$ cat src/rtl/rtrk_pkg.sv
`timescale 1ns/1ps
package rtrk_pkg;
    localparam int NUM_FILES = 4;
    localparam int AREG_W    = 6;
    localparam int CNT_W     = 8;
    localparam int QSLOTS    = 4;
    localparam int FLAG_W    = 3;
    localparam int FIDX_W    = $clog2(NUM_FILES);
    localparam int COST_W    = 2;

    // write qualifiers carried with an allocate or free
    typedef struct packed {
        logic clr_upper;
        logic elim;
        logic zero;
    } wr_flags_t;

    // static rename attributes of one architectural register
    typedef struct packed {
        logic [FIDX_W-1:0] file;
        logic [COST_W-1:0] cost;
        logic              partial;
    } areg_map_t;

    function automatic logic [FIDX_W-1:0] file_of(input logic [AREG_W-1:0] id);
        return id[AREG_W-1 -: FIDX_W];
    endfunction

    function automatic logic [COST_W-1:0] cost_of(input logic [AREG_W-1:0] id);
        return (id[1:0] == 2'b11) ? COST_W'(2) : COST_W'(1);
    endfunction

    function automatic areg_map_t map_areg(input logic [AREG_W-1:0] id);
        areg_map_t m;
        m.file    = file_of(id);
        m.cost    = cost_of(id);
        m.partial = (id[3:2] == 2'b11);
        return m;
    endfunction

    // does a write to this register consume (or release) physical entries
    function automatic logic takes_entries(input areg_map_t m, input wr_flags_t f);
        return !f.zero && !f.elim && !(m.partial && !f.clr_upper);
    endfunction
endpackage

$ cat src/rtl/rt_charge_decode.sv
`timescale 1ns/1ps
module rt_charge_decode
    import rtrk_pkg::*;
#(
    parameter int NFILES = rtrk_pkg::NUM_FILES
) (
    input  logic                           vld_i,
    input  logic [AREG_W-1:0]              areg_i,
    input  logic [FLAG_W-1:0]              flags_i,
    output logic [NFILES-1:0][COST_W-1:0]  delta_o
);
    areg_map_t map;
    logic      charge;

    always_comb begin
        map    = map_areg(areg_i);
        charge = vld_i && takes_entries(map, wr_flags_t'(flags_i));
    end

    for (genvar f = 0; f < NFILES; f++) begin : g_file
        always_comb begin
            if (charge && ((f == 0) || (map.file == FIDX_W'(f))))
                delta_o[f] = map.cost;
            else
                delta_o[f] = '0;
        end
    end
endmodule

$ cat src/rtl/rt_occ_counter.sv
`timescale 1ns/1ps
module rt_occ_counter
    import rtrk_pkg::*;
#(
    parameter int CW = rtrk_pkg::CNT_W
) (
    input  logic              clk,
    input  logic              rst,
    input  logic [COST_W-1:0] inc_i,
    input  logic [COST_W-1:0] dec_i,
    output logic [CW-1:0]     used_o,
    output logic              under_o
);
    localparam logic [CW:0] MAX_CNT = {1'b0, {CW{1'b1}}};

    logic [CW-1:0] used_q;
    logic [CW:0]   sum;
    logic [CW:0]   diff;
    logic [CW-1:0] used_d;

    always_comb begin
        sum     = {1'b0, used_q} + (CW+1)'(inc_i);
        under_o = sum < (CW+1)'(dec_i);
        diff    = sum - (CW+1)'(dec_i);
        if (under_o)
            used_d = '0;
        else if (diff > MAX_CNT)
            used_d = MAX_CNT[CW-1:0];
        else
            used_d = diff[CW-1:0];
    end

    always_ff @(posedge clk) begin
        if (rst) used_q <= '0;
        else     used_q <= used_d;
    end

    assign used_o = used_q;
endmodule

$ cat src/rtl/rt_avail_check.sv
`timescale 1ns/1ps
module rt_avail_check
    import rtrk_pkg::*;
#(
    parameter int NFILES = rtrk_pkg::NUM_FILES,
    parameter int CW     = rtrk_pkg::CNT_W,
    parameter int NSLOT  = rtrk_pkg::QSLOTS
) (
    input  logic [NFILES-1:0][CW-1:0]     used_i,
    input  logic [NFILES-1:0][CW-1:0]     cap_i,
    input  logic [NSLOT-1:0]              mask_i,
    input  logic [NSLOT-1:0][AREG_W-1:0]  areg_i,
    output logic [NFILES-1:0]             stall_o
);
    localparam int SUM_W = CW + 1;

    for (genvar f = 0; f < NFILES; f++) begin : g_file
        logic [SUM_W-1:0] demand;
        logic [SUM_W-1:0] cap_x;
        logic [SUM_W-1:0] dem_c;

        always_comb begin
            demand = '0;
            for (int s = 0; s < NSLOT; s++) begin
                if (mask_i[s] && ((f == 0) || (file_of(areg_i[s]) == FIDX_W'(f))))
                    demand = demand + SUM_W'(cost_of(areg_i[s]));
            end
            cap_x      = {1'b0, cap_i[f]};
            dem_c      = (demand > cap_x) ? cap_x : demand;
            stall_o[f] = (cap_i[f] != '0) && (({1'b0, used_i[f]} + dem_c) > cap_x);
        end
    end
endmodule

$ cat src/rtl/rn_occ_tracker.sv
`timescale 1ns/1ps
module rn_occ_tracker
    import rtrk_pkg::*;
#(
    parameter int NFILES = rtrk_pkg::NUM_FILES,
    parameter int CW     = rtrk_pkg::CNT_W,
    parameter int NSLOT  = rtrk_pkg::QSLOTS
) (
    input  logic                           clk,
    input  logic                           rst,
    input  logic [NFILES-1:0][CW-1:0]      file_cap_i,
    input  logic                           alloc_vld_i,
    input  logic [AREG_W-1:0]              alloc_areg_i,
    input  logic [FLAG_W-1:0]              alloc_flags_i,
    input  logic                           free_vld_i,
    input  logic [AREG_W-1:0]              free_areg_i,
    input  logic [FLAG_W-1:0]              free_flags_i,
    input  logic                           qry_vld_i,
    input  logic [NSLOT-1:0]               qry_mask_i,
    input  logic [NSLOT-1:0][AREG_W-1:0]   qry_areg_i,
    output logic                           rsp_vld_o,
    output logic [NFILES-1:0]              stall_o,
    output logic [NFILES-1:0][CW-1:0]      used_o,
    output logic                           err_o
);
    logic [NFILES-1:0][COST_W-1:0] inc;
    logic [NFILES-1:0][COST_W-1:0] dec;
    logic [NFILES-1:0]             under;
    logic [NFILES-1:0]             stall_d;
    logic                          rsp_vld_q;
    logic [NFILES-1:0]             stall_q;
    logic                          err_q;

    rt_charge_decode #(.NFILES(NFILES)) i_alloc_dec (
        .vld_i   (alloc_vld_i),
        .areg_i  (alloc_areg_i),
        .flags_i (alloc_flags_i),
        .delta_o (inc)
    );

    rt_charge_decode #(.NFILES(NFILES)) i_free_dec (
        .vld_i   (free_vld_i),
        .areg_i  (free_areg_i),
        .flags_i (free_flags_i),
        .delta_o (dec)
    );

    for (genvar f = 0; f < NFILES; f++) begin : g_cnt
        rt_occ_counter #(.CW(CW)) i_cnt (
            .clk     (clk),
            .rst     (rst),
            .inc_i   (inc[f]),
            .dec_i   (dec[f]),
            .used_o  (used_o[f]),
            .under_o (under[f])
        );
    end

    rt_avail_check #(.NFILES(NFILES), .CW(CW), .NSLOT(NSLOT)) i_avail (
        .used_i  (used_o),
        .cap_i   (file_cap_i),
        .mask_i  (qry_mask_i),
        .areg_i  (qry_areg_i),
        .stall_o (stall_d)
    );

    always_ff @(posedge clk) begin
        if (rst) begin
            rsp_vld_q <= 1'b0;
            stall_q   <= '0;
            err_q     <= 1'b0;
        end else begin
            rsp_vld_q <= qry_vld_i;
            stall_q   <= qry_vld_i ? stall_d : '0;
            err_q     <= err_q | (|under);
        end
    end

    assign rsp_vld_o = rsp_vld_q;
    assign stall_o   = stall_q;
    assign err_o     = err_q;
endmodule

$ cat config.mk
export PLATFORM = sky130hd
export DESIGN_NAME = rn_occ_tracker
export DESIGN_NICKNAME = d
export VERILOG_FILES = /design/src/rtl/rtrk_pkg.sv /design/src/rtl/rt_charge_decode.sv /design/src/rtl/rt_occ_counter.sv /design/src/rtl/rt_avail_check.sv /design/src/rtl/rn_occ_tracker.sv
export SDC_FILE = /design/constraint.sdc
export NUM_CORES = 1
export LEC_CHECK = 0
export ABC_AREA = 1
export BUFFER_PORTS_ARGS = -buffer_cell sky130_fd_sc_hd__buf_2
export CAP_MARGIN = 15
export CORE_ASPECT_RATIO = 1.2
export CORE_MARGIN = 2
export CORE_UTILIZATION = 64
export DETAILED_ROUTE_END_ITERATION = 10
export PLACE_DENSITY_LB_ADDON = 0.12
export SLEW_MARGIN = 25
export SYNTH_ARGS = -nofsm -noshare
export SYNTH_HDL_FRONTEND = slang
export SYNTH_SLANG_ARGS = --single-unit
$ cat constraint.sdc
create_clock -name clk -period 17.4 [get_ports clk]
set_clock_uncertainty 0.05 [all_clocks]
set_input_delay 4.35 -clock clk [delete_from_list [all_inputs] [get_ports clk]]
set_output_delay 4.35 -clock clk [all_outputs]
set_load 0.005 [all_outputs]
# Word-level counts from Yosys, hierarchy flattened
# Index checks and enable logic that the tools add are counted.
# op_classes
n_addsub,24
n_eq_ne,26
bitwise_logic,2
muxes,38
magnitude_cmp,16
reduce_logical,48
# ops
cell,count
9-bit two-way mux,16
9-bit by 2-bit adder with 9-bit output,12
9-bit by 8-bit > comparator with 1-bit output,8
"2-bit == test, second input constant",20
8-bit by 2-bit adder with 9-bit output,4
8-bit by 9-bit adder with 9-bit output,4
"9-bit by 8-bit > comparator with 1-bit output, second input constant",4
9-bit by 2-bit < comparator with 1-bit output,4
2-bit two-way mux,18
9-bit by 2-bit subtractor with 9-bit output,4
8-bit two-way mux,4
8-bit nonzero test,4
1-bit logical AND,30
"2-bit by 1-bit == test with 1-bit output, second input constant",6
2-bit OR reduction,5
1-bit zero test,8
4-bit OR reduction,1
1-bit inverter,1
1-bit OR,1
# word_totals
register_bits,38
inputBits,83
out_inout_bits,38
word_cells,161

# Logic depth before layout (Yosys ltp)
# logic_depth
ltp_word,14
ltp_mapped,43
depth_no_buf,43

# Hierarchy
# From an unflattened synthesis, not the netlist that was laid out.
# hier_totals
cells_unflattened,1271
hier_area_um2,8386.8
# by_module_without_submodules
module,seq_area_each_um2,cells_per_inst,n_inst,area_each_um2
rt_avail_check,0.0,712,1,4473.0
rt_occ_counter,160.2,123,4,875.8
rt_charge_decode,0.0,22,2,111.4
rn_occ_tracker,120.1,23,1,187.7

# Worst setup path after synthesis
# OpenSTA, ideal clock, no wires.
# synth_path
path_kind,input-to-reg
start,in qry_mask_i[0]
end,"reg stall_q[1], in the netlist stall_o[1]"
setup_ns,0.125
arrival_time_ns,10.066
n_path_buf,0
t_required_ns,17.225
setup_slack_ns,7.159
path_stages,39
cell_sequence,inv_1 -> nor3_1 -> nand2_1 -> inv_1 -> ha_1 -> inv_1 -> fa_1 -> o21a_1 -> fa_1 -> inv_1 -> o21ai_0 -> fa_1 -> or2_0 -> inv_1 -> xor2_1 -> inv_1 -> ha_1 -> nand2_1 -> [... 3 more ...] -> nand2_1 -> nand3_1 -> o21ai_0 -> ha_1 -> fa_1 -> nand3_1 -> nand2_1 -> nand2_1 -> nand2_1 -> a21oi_1 -> xnor2_1 -> ha_1 -> nand2_1 -> inv_1 -> nand3_1 -> or3_1 -> nand2_1 -> nor2_1
# synth_via
elab_chain_cells,13
# synth_lines
element,line_no,text
from (decl),rn_occ_tracker.sv:19,"input logic [NSLOT-1:0] qry_mask_i,"
1-bit logical AND *,rt_avail_check.sv:25,if (mask_i[s] && ((f == 0) || (file_of(areg_i[s]) == FIDX_W'(f))))
2-bit two-way mux *,rt_avail_check.sv:25,
9-bit by 2-bit adder with 9-bit output,rt_avail_check.sv:26,demand = demand + SUM_W'(cost_of(areg_i[s]));
9-bit two-way mux *,rt_avail_check.sv:25,
9-bit by 2-bit adder with 9-bit output,rt_avail_check.sv:26,
9-bit two-way mux *,rt_avail_check.sv:25,
9-bit by 2-bit adder with 9-bit output,rt_avail_check.sv:26,
9-bit two-way mux *,rt_avail_check.sv:25,
9-bit by 8-bit > comparator with 1-bit output,rt_avail_check.sv:29,dem_c = (demand > cap_x) ? cap_x : demand;
9-bit two-way mux *,rt_avail_check.sv:29,
8-bit by 9-bit adder with 9-bit output *,rt_avail_check.sv:30,"stall_o[f] = (cap_i[f] != '0) && (({1'b0, used_i[f]} + dem_c) > cap_x);"
9-bit by 8-bit > comparator with 1-bit output *,rt_avail_check.sv:30,
1-bit logical AND *,rt_avail_check.sv:30,
to (signal assigned),rn_occ_tracker.sv:74,stall_q <= qry_vld_i ? stall_d : '0;
to (decl),rn_occ_tracker.sv:31,logic [NFILES-1:0] stall_q;
# Mark *: on every way between the ends. The rest lies on a longest branch, timed or not.
# A chain may end at the register's enable or synchronous reset.

# Worst setup path after layout
# Ends and elaborated chain as after synthesis.

==> flow_summary.ini <==
[status]
outcome = finished clean

[layout]
fin_area_um2 = 8350
fillers = 1056
multi_input_comb_area_um2 = 5840
utilization = 0.732
drive_gt1_frac = 0.140
num-nets-final = 1513
diodes = 0
final_cells = 1439
syn2layout_area_growth_pct = 12.6
regArea_um2 = 761

[yosys]
post_synth.cell_area_avg_um2 = 6.43
synth_edf_count = 0
synth_top_area_frac = 0.207
synthFlopType = dfxtp_1
ys.warnings.count = 0
synthArstFlopShare = 0
synth-seq-cells = 38
synth.distinct_cells = 45
ys_top_cells_by_count = nand2_1, inv_1, ha_1
synth_cells = 1154
ys_top_cells_by_area = ha_1, nand2_1, inv_1
synth_seq_area_share = 0.103
yosysTopAreaCell = ha_1
synth.most_common_cell = nand2_1
netlist_area_um2 = 7420

[clock_tree]
path_clk_slew_ns = 0.06
cts_tree = built
cts-resized-gates = 0
post_cts_buffers = 0
cts-root-buf = clkbuf_16
insertion_delay_ns = 0.29
cts_buffer_depth = 2
htreeDepth = 2
cts_buffers = 5
hold_buffers = 0
cts_sinks = 38

[worst_setup_path]
slowest_delay_ns = 0.52
crit_fanout = 7
cp_data_required_time_ns = 17.52
end_kind = flip-flop
crit_type = primary input to flip-flop
cp_slowest_cell = fa_1
critPathArrivalTime_ns = 10.77
cp-start-kind = primary input
crit_top_cell = nand2_1

[routing]
drc = 0
vias = 7492
wire_per_inst_um = 11.6
ant_nets = 0
firstDrtPassIters = 5
viasPerCell = 5.21
drt-total-wl_mm = 16.7
drtIter0Drc = 280

[die]
die_w_um = 102
rows = 43
ios = 121
die-area_um2 = 12500
initial_core_util = 0.650
core_area_um2 = 11400
die_h_um = 122

[timing]
worst_slack_ns = 6.75
worst_slew_pin_slew_ns = 0.878
hold_viol = 0
slew_headroom = 0.413
post-route-min-period_ns = 10.65
timing.hold.ws_ns = 0.604
fin_crit_sh = 0.612
final_max_slew_viol_count = 0
fmax_mhz = 93.9
rsz0062_at_grt = no
setup_viol = 0
tns_ns = 0

[global_route]
overflow = 0
grt_max_degree = 11
grt_pass1_wl_mm = 28.6
grt_pass1_vias = 6934
grt_antenna_before_repair = 0
track_usage = 0.277

[power]
p_leak_nw = 4.91
p_per_area_nw_per_um2 = 55.3
fin_total_pwr_mw = 0.461
ir_worst_vdd_mv = 0.0414

[placement]
place_ws_ns = 6.47
dp_hpwl_mm = 14.2
numPortBuffers = 112
dp.cells = 1433
place.gp.congestion = 0.889
place_area_um2 = 8210

[min_path]
hold_path_class = flip-flop to flip-flop

[run]
cap_violations = 0
## sequential cells by signal, summed over array words and instances, names as in the netlist
name                flops
g_cnt.i_cnt.used_o     32
stall_o                 4
rsp_vld_o               1
err_o                   1
## worst max-delay path, delay by kind of cell
family | cells | cell delay [ns]
xor+xnor | 1 | 0.09
buf+inv | 6 | 0.39
simple gates | 15 | 1.73
compound gates | 7 | 1.43
fa+ha+maj | 8 | 2.77
## cell usage in the layout (no fill, tap or decap), types with 6 or more instances in the layout
| cell type | synthesis | layout |
|---|---|---|
| nand3_1 | 81 | 81 |
| nand3_2 | 9 | 9 |
| a21oi_1 | 72 | 72 |
| nand2_1 | 255 | 255 |
| nor2_2 | 6 | 6 |
| nand4_1 | 29 | 29 |
| o21bai_1 | 11 | 11 |
| o21ai_0 | 37 | 37 |
| nor2_1 | 92 | 92 |
| nand3b_1 | 7 | 7 |
| conb_1 | 1 | 12 |
| o211ai_1 | 7 | 7 |
| inv_1 | 218 | 218 |
| ha_1 | 123 | 123 |
| xor2_1 | 29 | 29 |
| fa_1 | 24 | 24 |
| xnor2_1 | 16 | 16 |
| buf_2 | 1 | 112 |
| dfxtp_1 | 38 | 38 |
| inv_2 | 9 | 9 |
| nor2_4 | 6 | 6 |
| nor3_1 | 14 | 14 |
| nand2_2 | 20 | 20 |
## power breakdown
part           leakage, nW  internal, mW  switching, mW
registers            0.310        0.0999         0.0185
logic                 4.53         0.103          0.147
clock network       0.0688        0.0555         0.0376
total                 4.91         0.259          0.203
## final cells by class
type | instances | area share
clock buffer | 6 | 0.0166
inverter | 227 | 0.102
multi-input combinational | 899 | 0.700
sequential | 38 | 0.0911
tap | 157 | 0.0235
timing repair buffer | 112 | 0.0671
## per-layer routing
metal,global-route usage,wire [um]
met5,0,0
met4,0.0733,299
met3,0.0321,769
met2,0.494,8010
met1,0.351,7620
## worst paths after layout
path,cells after the start,to,from,slack [ns]
min reg2reg,4,err_o,err_o,0.60
max,37,stall_o[1],qry_mask_i[0],6.75
min,4,err_o,err_o,0.60
max reg2reg,12,g_cnt[1].i_cnt.used_o[5],g_cnt[1].i_cnt.used_o[0],14.74
## logic make-up (layout without fill, tap and decap cells)
group                    count (synthesis)  count (layout)  synth area share
AO/OA/AOI/OAI                          157             157             0.122
other                                    1              12          0.000506
flip-flops                              38              38             0.103
buffers and inverters                  228             345             0.116
XOR/XNOR                                45              45            0.0531
adder cells (fa/ha/maj)                147             147             0.272
AND/OR/NAND/NOR                        538             538             0.334
(Power assumes the default switching activity.)
